[src/rtl/pxs_pkg.sv]
package pxs_pkg;
  typedef enum logic [1:0] {
    MODE_C16  = 2'b00,
    MODE_C4   = 2'b01,
    MODE_C2   = 2'b10,
    MODE_C2_ALT = 2'b11
  } mode_e;

  localparam int DIV_W = 2;

  // dot-enables per pixel minus one
  function automatic logic [DIV_W-1:0] rate_limit(mode_e m);
    case (m)
      MODE_C16: rate_limit = 2'd3;
      MODE_C4:  rate_limit = 2'd1;
      default:  rate_limit = 2'd0;
    endcase
  endfunction

  function automatic logic [3:0] depth_mask(mode_e m);
    case (m)
      MODE_C16: depth_mask = 4'b1111;
      MODE_C4:  depth_mask = 4'b0011;
      default:  depth_mask = 4'b0001;
    endcase
  endfunction
endpackage

[src/rtl/pxs_rate_div.sv]
module pxs_rate_div
  import pxs_pkg::*;
(
  input  logic  clk,
  input  logic  rst,
  input  logic  dot_en,
  input  logic  load_en,
  input  mode_e cur_mode,
  output logic  shift_pulse
);
  logic [DIV_W-1:0] cnt_q;

  assign shift_pulse = dot_en && !load_en && (cnt_q == rate_limit(cur_mode));

  always_ff @(posedge clk) begin
    if (rst || load_en) begin
      cnt_q <= '0;
    end else if (dot_en) begin
      cnt_q <= shift_pulse ? '0 : cnt_q + 1'b1;
    end
  end
endmodule

[src/rtl/pxs_shift_reg.sv]
module pxs_shift_reg
  import pxs_pkg::*;
#(
  parameter int BYTE_W = 8
) (
  input  logic              clk,
  input  logic              rst,
  input  logic              load_en,
  input  logic [BYTE_W-1:0] load_byte,
  input  logic [1:0]        mode_sel,
  input  logic              shift_pulse,
  output logic [BYTE_W-1:0] sreg_nxt,
  output mode_e             mode_q,
  output mode_e             mode_nxt
);
  logic [BYTE_W-1:0] sreg_q;

  always_comb begin
    sreg_nxt = sreg_q;
    mode_nxt = mode_q;
    if (load_en) begin
      sreg_nxt = load_byte;
      mode_nxt = mode_e'(mode_sel);
    end else if (shift_pulse) begin
      sreg_nxt = {sreg_q[BYTE_W-2:0], 1'b0};
    end
  end

  always_ff @(posedge clk) begin
    if (rst) begin
      sreg_q <= '0;
      mode_q <= MODE_C2;
    end else begin
      sreg_q <= sreg_nxt;
      mode_q <= mode_nxt;
    end
  end
endmodule

[src/rtl/pxs_tap_sel.sv]
module pxs_tap_sel
  import pxs_pkg::*;
#(
  parameter int BYTE_W = 8
) (
  input  logic [BYTE_W-1:0] sreg,
  input  mode_e             mode,
  output logic [3:0]        idx
);
  localparam int TAP0 = BYTE_W - 1;
  localparam int TAP1 = BYTE_W / 2 - 1;
  localparam int TAP2 = BYTE_W - 3;
  localparam int TAP3 = BYTE_W / 2 - 3;

  logic [3:0] raw;
  assign raw = {sreg[TAP3], sreg[TAP2], sreg[TAP1], sreg[TAP0]};
  assign idx = raw & depth_mask(mode);
endmodule

[src/rtl/pixel_serializer.sv]
module pixel_serializer
  import pxs_pkg::*;
#(
  parameter int BYTE_W = 8,
  parameter int IDX_W  = 4
) (
  input  logic              clk,
  input  logic              rst,
  input  logic              dot_en,
  input  logic              load_en,
  input  logic [BYTE_W-1:0] load_byte,
  input  logic [1:0]        mode_sel,
  input  logic              blank_n,
  output logic [IDX_W-1:0]  color_idx
);
  logic              shift_pulse;
  logic [BYTE_W-1:0] sreg_nxt;
  mode_e             mode_q;
  mode_e             mode_nxt;
  logic [3:0]        idx_nxt;

  pxs_rate_div u_div (
    .clk        (clk),
    .rst        (rst),
    .dot_en     (dot_en),
    .load_en    (load_en),
    .cur_mode   (mode_q),
    .shift_pulse(shift_pulse)
  );

  pxs_shift_reg #(.BYTE_W(BYTE_W)) u_sreg (
    .clk        (clk),
    .rst        (rst),
    .load_en    (load_en),
    .load_byte  (load_byte),
    .mode_sel   (mode_sel),
    .shift_pulse(shift_pulse),
    .sreg_nxt   (sreg_nxt),
    .mode_q     (mode_q),
    .mode_nxt   (mode_nxt)
  );

  pxs_tap_sel #(.BYTE_W(BYTE_W)) u_tap (
    .sreg(sreg_nxt),
    .mode(mode_nxt),
    .idx (idx_nxt)
  );

  always_ff @(posedge clk) begin
    if (rst || !blank_n) begin
      color_idx <= '0;
    end else begin
      color_idx <= IDX_W'(idx_nxt);
    end
  end
endmodule

[config.mk]
export PLATFORM = sky130hd
export DESIGN_NAME = pixel_serializer
export DESIGN_NICKNAME = d
export VERILOG_FILES = /design/src/rtl/pxs_pkg.sv /design/src/rtl/pxs_rate_div.sv /design/src/rtl/pxs_shift_reg.sv /design/src/rtl/pxs_tap_sel.sv /design/src/rtl/pixel_serializer.sv
export SDC_FILE = /design/constraint.sdc
export NUM_CORES = 1
export LEC_CHECK = 0
export BUFFER_PORTS_ARGS = -buffer_cell sky130_fd_sc_hd__buf_2
export CELL_PAD_IN_SITES_DETAIL_PLACEMENT = 1
export CELL_PAD_IN_SITES_GLOBAL_PLACEMENT = 1
export CORE_MARGIN = 1
export CORE_UTILIZATION = 40
export CTS_BUF_LIST = sky130_fd_sc_hd__clkbuf_4
export CTS_CLUSTER_SIZE = 14
export DETAILED_ROUTE_END_ITERATION = 12
export GPL_TIMING_DRIVEN = 1
export PLACE_DENSITY_LB_ADDON = 0.1
export SLEW_MARGIN = 10
export SYNTH_ARGS = -nofsm -noshare
export SYNTH_HDL_FRONTEND = slang
export SYNTH_SLANG_ARGS = --single-unit
[constraint.sdc]
create_clock -name clk -period 2.4 [get_ports clk]
set_clock_uncertainty 0.2 [all_clocks]
set_input_delay 0 -clock clk [delete_from_list [all_inputs] [get_ports clk]]
set_output_delay 0 -clock clk [all_outputs]
set_load 0.01 [all_outputs]
==> impl_results.md, run 1 <==
- Final ANT Viol Nets: 0
- Final nets: 138
- Switching power as a share of total power: 0.2743
- DR vias/cell: 5.279
- Die area: 2005 sq um
- Total vias in the final route: 776
- Clock tree from TritonCTS: built
- Fin crit share: 0.9914
- Clk sinks: 16
- Multi-input logic area: 394.1 sq um
- ANT cells: 0
- Least-Margin Pin Slew: 0.2767 ns
- Element type at the critical path end: flop
- Reg power frac: 0.517
- Headroom to the max-slew limit: 0.8155
- Critical R2R Capture: color_idx[0]$_SDFF_PP0_
- Launch point of the worst reg-to-reg path: u_div.cnt_q[1]$_SDFFE_PP0P_
- Data arrival time at the worst-slack endpoint: 2.37 ns
- Startpoint type of the worst setup path: flop
- Destination of the worst hold path: color_idx[3]$_SDFF_PP0_
- Post-route DRC violation count: 0
- Skew-Pair Late Insertion Delay: 0.30 ns
- Per-cell routed wire length: 16.14 um
- Share of post-route cells with drive strength above 1: 0.3115
- Overall track demand over capacity in global routing: 0.2483
- DIE HEIGHT: 44.78 um
- Start point of the worst min-delay path: blank_n
- Remaining Overflow, GRT: 0
- Worst Setup Path Type: reg2reg
- Count of fill cells added during filler insertion: 200
- Cell count of the worst reg-to-reg path: 5
- Clk network pwr share: 0.265
- Global-route wire length before repair: 3443 um
- Number of failing hold endpoints at the final stage: 0
- Core box area: 1727 sq um
- Crit-path max FO: 7
- Post-Syn Area per Cell: 9.506 sq um
- Area overhead of the layout relative to synthesis: 56.58%
- Number of input and output port buffers inserted: 18
- Final count of negative-setup-slack endpoints: 0
- Class of the tightest hold or removal check: in2reg
- Min Tclk post-route: 2.379 ns
- Logic gate share of total power: 0.218
- Site Rows: 15
- Power spent charging and discharging nets: 0.0001541 W
- Synthesized instance count: 77
- Number of buffers on the longest clock path: 2
- Routed WL: 2372 um
- Clock edge transition at the registers on the reported setup and hold paths: 0.09 ns
- Net count after synthesis: 92
- Start point of the critical path: u_div.cnt_q[1]$_SDFFE_PP0P_
- Setup slack after placement: 0.5638 ns
- Total number of H-tree levels: 1
- Warnings, synthesis: 0
- Max-cap violations: 0
- Maximum clock rate: 420.3 MHz
- Clock root buffer: sky130_fd_sc_hd__clkbuf_4
- Maximum number of pins on one net before global-route repair: 17
- Result of the run: finished clean
- Number of register bits inferred by synthesis: 16
- End-of-flow core utilization: 0.6638
- Total Negative Setup Slacks: 0 ns
- Non-filler instance count after layout: 147
- Area of the mapped netlist: 732.0 sq um
- Pins Over Slew Limit: 0
- Part of the Yosys area used for sequential elements: 0.4376
- Gp weighted congestion: 0.7131
- CTS buffer count: 3
- Die Wd: 44.78 um
- Internal Dissipation: 0.0004079 W
- Vias in the first global route: 796
- Hold Worst Slack: 0.1162 ns
- Worst path setup slack after routing: 0.02066 ns
- Flop-to-flop setup slack: 0.02 ns
- Setup repair after global routing missed its margin: true
- Iteration count of the initial detailed-routing pass: 4
- Number of instances on the worst hold path: 5
- Worst vdd rail ir drop: 0.0003119 V
- Power density over cell area: 490.4 nW/um^2
- Static Leakage: 0.4891 nW
- Initial cell density of the core: 0.4239
- Post-DP HPWL: 1238 um
- FF/Latch Area: 326.6 sq um
- # IOs: 19
- Number of unique standard cell types used by synthesis: 24
- Antenna violations before repair: 0
- Critical path required time: 2.39 ns
- Drt first-iter violations: 6
- Cell Count Post-Placement: 117
state kept, by name, indices dropped and copies added (netlist names):
name / cells
color_idx: 4
u_div.cnt_q: 2
u_sreg.mode_q: 2
u_sreg.sreg_q: 8
layout make-up:
type,instances,share of cell area
multi-input combinational,52,0.3439
timing repair buffer,44,0.3013
sequential,16,0.2849
tap,25,0.02729
clock buffer,3,0.01965
inverter,6,0.01965
clock inverter,1,0.003275
per-layer routing:
layer	track usage	routed length, um
met3	0.09600	115
met2	0.4706	1213
met5	0	0
met4	0.1030	129
met1	0.2365	913
power by group through the flow:
stage / Combinational (W) / Clock (W) / Sequential [W]
after floorplan: 0.0000520 / 0 / 0.000293
after global placement: 0.0000746 / 0 / 0.000294
after detailed placement: 0.0000768 / 0 / 0.000294
after CTS: 0.000107 / 0.000150 / 0.000288
after global routing: 0.000132 / 0.000161 / 0.000292
final: 0.000122 / 0.000149 / 0.000290
cell usage after synthesis:
library cell | number | area (sq um)
sky130_fd_sc_hd__clkbuf_1 | 3 | 11.26
sky130_fd_sc_hd__mux2i_1 | 1 | 10.01
sky130_fd_sc_hd__or3b_4 | 1 | 11.26
sky130_fd_sc_hd__and2b_2 | 1 | 8.760
sky130_fd_sc_hd__dfxtp_1 | 16 | 320.3
sky130_fd_sc_hd__nand3_1 | 1 | 5.000
sky130_fd_sc_hd__nand2_1 | 5 | 18.77
sky130_fd_sc_hd__mux2_2 | 1 | 11.26
sky130_fd_sc_hd__a31oi_1 | 3 | 18.77
sky130_fd_sc_hd__a211oi_1 | 1 | 7.510
sky130_fd_sc_hd__nand2b_1 | 1 | 6.260
sky130_fd_sc_hd__a21oi_1 | 3 | 15.01
sky130_fd_sc_hd__a221oi_2 | 4 | 60.06
sky130_fd_sc_hd__nand3_4 | 1 | 17.52
sky130_fd_sc_hd__inv_1 | 6 | 22.52
sky130_fd_sc_hd__nor3_1 | 8 | 40.04
sky130_fd_sc_hd__nand4bb_1 | 2 | 22.52
sky130_fd_sc_hd__nor3b_1 | 2 | 15.01
sky130_fd_sc_hd__and2_1 | 5 | 31.28
sky130_fd_sc_hd__nor2_1 | 6 | 22.52
sky130_fd_sc_hd__a31o_4 | 1 | 17.52
sky130_fd_sc_hd__or2_2 | 1 | 6.260
sky130_fd_sc_hd__a221oi_1 | 3 | 26.28
sky130_fd_sc_hd__nor4_1 | 1 | 6.260
worst max-delay path: stages, from the launching register on:
cell and delay, ns:
sky130_fd_sc_hd__dfxtp_2 0.36, sky130_fd_sc_hd__or3b_4 0.43, sky130_fd_sc_hd__a31o_4 0.30, sky130_fd_sc_hd__a221oi_4 0.34, sky130_fd_sc_hd__nor3_2 0.09, sky130_fd_sc_hd__dlygate4sd3_1 0.56
worst max-delay path by stage:
stage | end | slack, ns
2_1_floorplan | u_sreg.sreg_q[3]$_SDFF_PP0_ | 0.69
3_3_place_gp | color_idx[2]$_SDFF_PP0_ | 0.61
3_5_place_dp | u_sreg.sreg_q[1]$_SDFF_PP0_ | 0.56
4_1_cts | color_idx[1]$_SDFF_PP0_ | 0.04
5_1_grt | color_idx[0]$_SDFF_PP0_ | -0.03
6_report | color_idx[0]$_SDFF_PP0_ | 0.02
logic make-up after synthesis:
kind of cell | share of synthesized area
flip-flops | 0.4376
multiplexers | 0.02906
buffers and inverters | 0.04615
AND/OR/NAND/NOR | 0.2889
AO/OA/AOI/OAI | 0.1983
cells in the final DEF (no fill, tap or decap), types with 4 or more instances in the layout:
master,Yosys,routed
sky130_fd_sc_hd__and2_1,5,5
sky130_fd_sc_hd__dfxtp_1,16,13
sky130_fd_sc_hd__nand2_1,5,5
sky130_fd_sc_hd__dlygate4sd3_1,0,23
sky130_fd_sc_hd__inv_1,6,6
sky130_fd_sc_hd__buf_2,0,17
sky130_fd_sc_hd__nor2_1,6,6
sky130_fd_sc_hd__nor3_1,8,7
sky130_fd_sc_hd__clkbuf_4,0,4
stage by stage:
step / cell area [sq um] / total power, W
2_1_floorplan: 732.0 / 0.0003446
6_report: 1146 / 0.0005620
3_3_place_gp: 842.1 / 0.0003684
5_1_grt: 1146 / 0.0005845
3_5_place_dp: 842.1 / 0.0003710
4_1_cts: 1099 / 0.0005454
repair_timing:
action | CTS | global route
endpoints found under the hold margin | 16 | 0
hold buffers | 23 | 0
resized for setup | 0 | 7
endpoints found under the setup margin | 0 | 3
setup buffers | 0 | 3
(Power assumes the default switching activity.)
==> run 2: changes to the inputs <==
Settings changed: CORE_UTILIZATION 40 to 41, SYNTH_HIERARCHICAL from default to 1.
==> run 2 against run 1 <==
  * Fmax grew 3.0%
  * Synthesized cell count is 6.5% lower
  * Critical path depth grew 3
  * Flip-flop and latch count stayed put
  * Sequential share of layout area up 2.1 points
  * Power shrank 6.9%
  * Sequential power about the same
  * Combinational power decreased by 20%
==> impl_results.md, run 2 <==
- Result of the run: finished clean
- Share of post-route cells with drive strength above 1: 0.2710 (-0.04045)
- Clock root buffer: sky130_fd_sc_hd__clkbuf_4
- Per-cell routed wire length: 12.91 um (-20%)
- Die area: 2019 sq um (+0.69%)
- Final nets: 123 (-11%)
- Number of failing hold endpoints at the final stage: 0 (unchanged)
- Site Rows: 15 (unchanged)
- Cell-by-cell listing of the critical path: dlygate4sd3_1, buf_2, nand4bb_1, o32ai_2, buf_4, or3b_4, a21oi_2, dlygate4sd3_1
- Vias in the first global route: 651 (-18%)
- Routed WL: 1704 um (-28%)
- Internal Dissipation: 0.0003949 W (-3.2%)
- Element type at the critical path end: flop
- Worst path setup slack after routing: 0.09061 ns (+0.06995 ns)
- Switching power as a share of total power: 0.2456 (-0.02864)
- CP max stage delay: 0.54 ns (-0.02 ns)
- Min Tclk post-route: 2.309 ns (-0.06995 ns)
- Clk sinks: 16 (unchanged)
- Maximum clock rate: 433.0 MHz (+3.0%)
- Area overhead of the layout relative to synthesis: 38.41%
- Worst Setup Path Type: in2reg
- Final Power: 0.0005235 W (-6.9%)
- Post-route DRC violation count: 0 (unchanged)
- Skew-Pair Late Insertion Delay: 0.27 ns (-0.03 ns)
- Die Wd: 44.93 um (+0.35%)
- Final count of negative-setup-slack endpoints: 0 (unchanged)
- Top Registers: u_sreg/sreg_q: 8 flops, color_idx: 4 flops
- Max FFs per register: 8 (unchanged)
- Area of the mapped netlist: 755.7 sq um (+3.2%)
- Drt first-iter violations: 3 (-3)
- Iteration count of the initial detailed-routing pass: 2 (-2)
- Overall track demand over capacity in global routing: 0.1867 (-0.06166)
- Fin crit share: 0.9622 (-0.02915)
- Class of the tightest hold or removal check: in2reg
- Clk network pwr share: 0.266 (about the same)
- CTS buffer count: 3 (unchanged)
- Crit-path max FO: 16 (+9)
- Initial cell density of the core: 0.4377 (+0.01377)
- Gp weighted congestion: 0.7225 (+1.3%)
- Net count after synthesis: 87 (-5.4%)
- Power spent charging and discharging nets: 0.0001286 W (-17%)
- Worst vdd rail ir drop: 0.0002394 V (-23%)
- Post-DP HPWL: 1098 um (-11%)
- Most frequent cell on the critical path: sky130_fd_sc_hd__dlygate4sd3_1
- Power density over cell area: 500.4 nW/um^2 (+2.1%)
- Static Leakage: 0.4301 nW (-12%)
- Number of input and output port buffers inserted: 18 (unchanged)
- Logic gate share of total power: 0.187 (-0.031)
- Post-Syn Area per Cell: 10.50 sq um (+10%)
- Clock edge transition at the registers on the reported setup and hold paths: 0.09 ns (about the same)
- Number of buffers added for setup after CTS: 0 (unchanged)
- DR vias/cell: 4.848 (-8.2%)
- Slowest cell on the critical path: sky130_fd_sc_hd__dlygate4sd3_1
- ANT cells: 0 (unchanged)
- Count of buffering cells on the critical path with inverters included: 4 (+3)
- Max-cap violations: 0 (unchanged)
- Maximum number of pins on one net before global-route repair: 17 (unchanged)
- Pins Over Slew Limit: 0 (unchanged)
- Remaining Overflow, GRT: 0 (unchanged)
- Register with the highest flop count: u_sreg/sreg_q
- Setup repair after global routing missed its margin: false
- Total number of H-tree levels: 1 (unchanged)
- Total Negative Setup Slacks: 0 ns (unchanged)
- Clock tree from TritonCTS: built
- DIE HEIGHT: 44.93 um (+0.35%)
- Antenna violations before repair: 0 (unchanged)
- Top library cells by usage in the layout, fill and taps aside: sky130_fd_sc_hd__buf_2 (18), sky130_fd_sc_hd__dlygate4sd3_1 (17), sky130_fd_sc_hd__dfxtp_1 (16), sky130_fd_sc_hd__nor2b_1 (9), sky130_fd_sc_hd__a211oi_1 (8)
- Core box area: 1727 sq um (unchanged)
- Startpoint type of the worst setup path: input pin
- Most common cell after layout, fill and taps aside: sky130_fd_sc_hd__buf_2
- # IOs: 19 (unchanged)
- Global-route wire length before repair: 2732 um (-21%)
- Number of buffers on the longest clock path: 2 (unchanged)
- Setup slack after placement: 0.4721 ns (-0.09168 ns)
- Critical path required time: 2.43 ns (+0.04 ns)
- Reg power frac: 0.548 (+0.031)
- Count of cells resized by post-cts repair: 0 (unchanged)
- Least-Margin Pin Slew: 0.2961 ns (+0.01941 ns)
- Synthesized instance count: 72 (-6.5%)
- Warnings, synthesis: 6 (+6)
- Headroom to the max-slew limit: 0.8026 (-0.01294)
- Cell type group with the largest total delay on the critical path: buffers and inverters
- Total vias in the final route: 640 (-18%)
- Final ANT Viol Nets: 0 (unchanged)
- Data arrival time at the worst-slack endpoint: 2.33 ns (-0.04 ns)
run 2: cell types whose count changed in the layout (fill, tap and decap cells not counted), sizes merged, moves of 6 or more:
cell and change:
nor2b +9, nor3 -8, a211oi +7, a221oi -7, dlygate4sd3 -6, mux2i +6, nor2 -6
run 2: final timing paths:
path                          startpoint                           to  slack [ns]  depth (start not counted)
max                              load_en  u_sreg/sreg_q[0]$_SDFF_PP0_        0.09                          8
min                              blank_n      color_idx[1]$_SDFF_PP0_        0.33                          3
max reg2reg  u_div/cnt_q[1]$_SDFFE_PP0P_  u_sreg/sreg_q[0]$_SDFF_PP0_        0.26                          6
min reg2reg  u_sreg/sreg_q[4]$_SDFF_PP0_  u_sreg/sreg_q[4]$_SDFF_PP0_        0.37                          2
run 2: area by class of cell:
type                    count  area [sq um]
clock inverters             1         3.754
fillers                   205         680.7
multi-input cells          50         396.6
well taps                  25         31.28
repair buffers             36         267.8
inverters                   1         3.754
flip-flops and latches     16         320.3
clock buffers               3         22.52
run 2: timing repair:
item | in CTS | in global routing
endpoints found under the setup margin | 0 | 0
hold buffers | 17 | 0
hold endpoints to repair | 16 | 0
run 2: routing by layer:
metal	wire [um]	GRT usage
met5	0	0
met4	14	0.05455
met3	40	0.04800
met2	834	0.3014
met1	814	0.2444
run 2: worst min-delay path: stages:
cell,delay [ns]
sky130_fd_sc_hd__dlygate4sd3_1,0.52
sky130_fd_sc_hd__buf_2,0.12
sky130_fd_sc_hd__and3b_1,0.14
run 2: per-stage QoR:
| step | util | hold WS [ns] | area (sq um) | cells |
|---|---|---|---|---|
| final | 0.6058 | 0.3293 | 1046 | 132 |
| after floorplan | - | -0.1290 | 755.7 | 72 |
| after global routing | 0.6058 | 0.3503 | 1046 | 132 |
| after detailed placement | 0.4920 | 0.06797 | 849.6 | 111 |
| after global placement | 0.4920 | 0.06322 | 849.6 | 111 |
| after CTS | 0.6058 | 0.3142 | 1046 | 132 |
run 2: power groups by stage:
stage / logic (W) / clock network (W) / registers, W
final: 0.0000977 / 0.000139 / 0.000287
after global routing: 0.000106 / 0.000160 / 0.000289
after global placement: 0.0000747 / 0 / 0.000292
after CTS: 0.0000971 / 0.000147 / 0.000287
after floorplan: 0.0000541 / 0 / 0.000291
after detailed placement: 0.0000765 / 0 / 0.000293
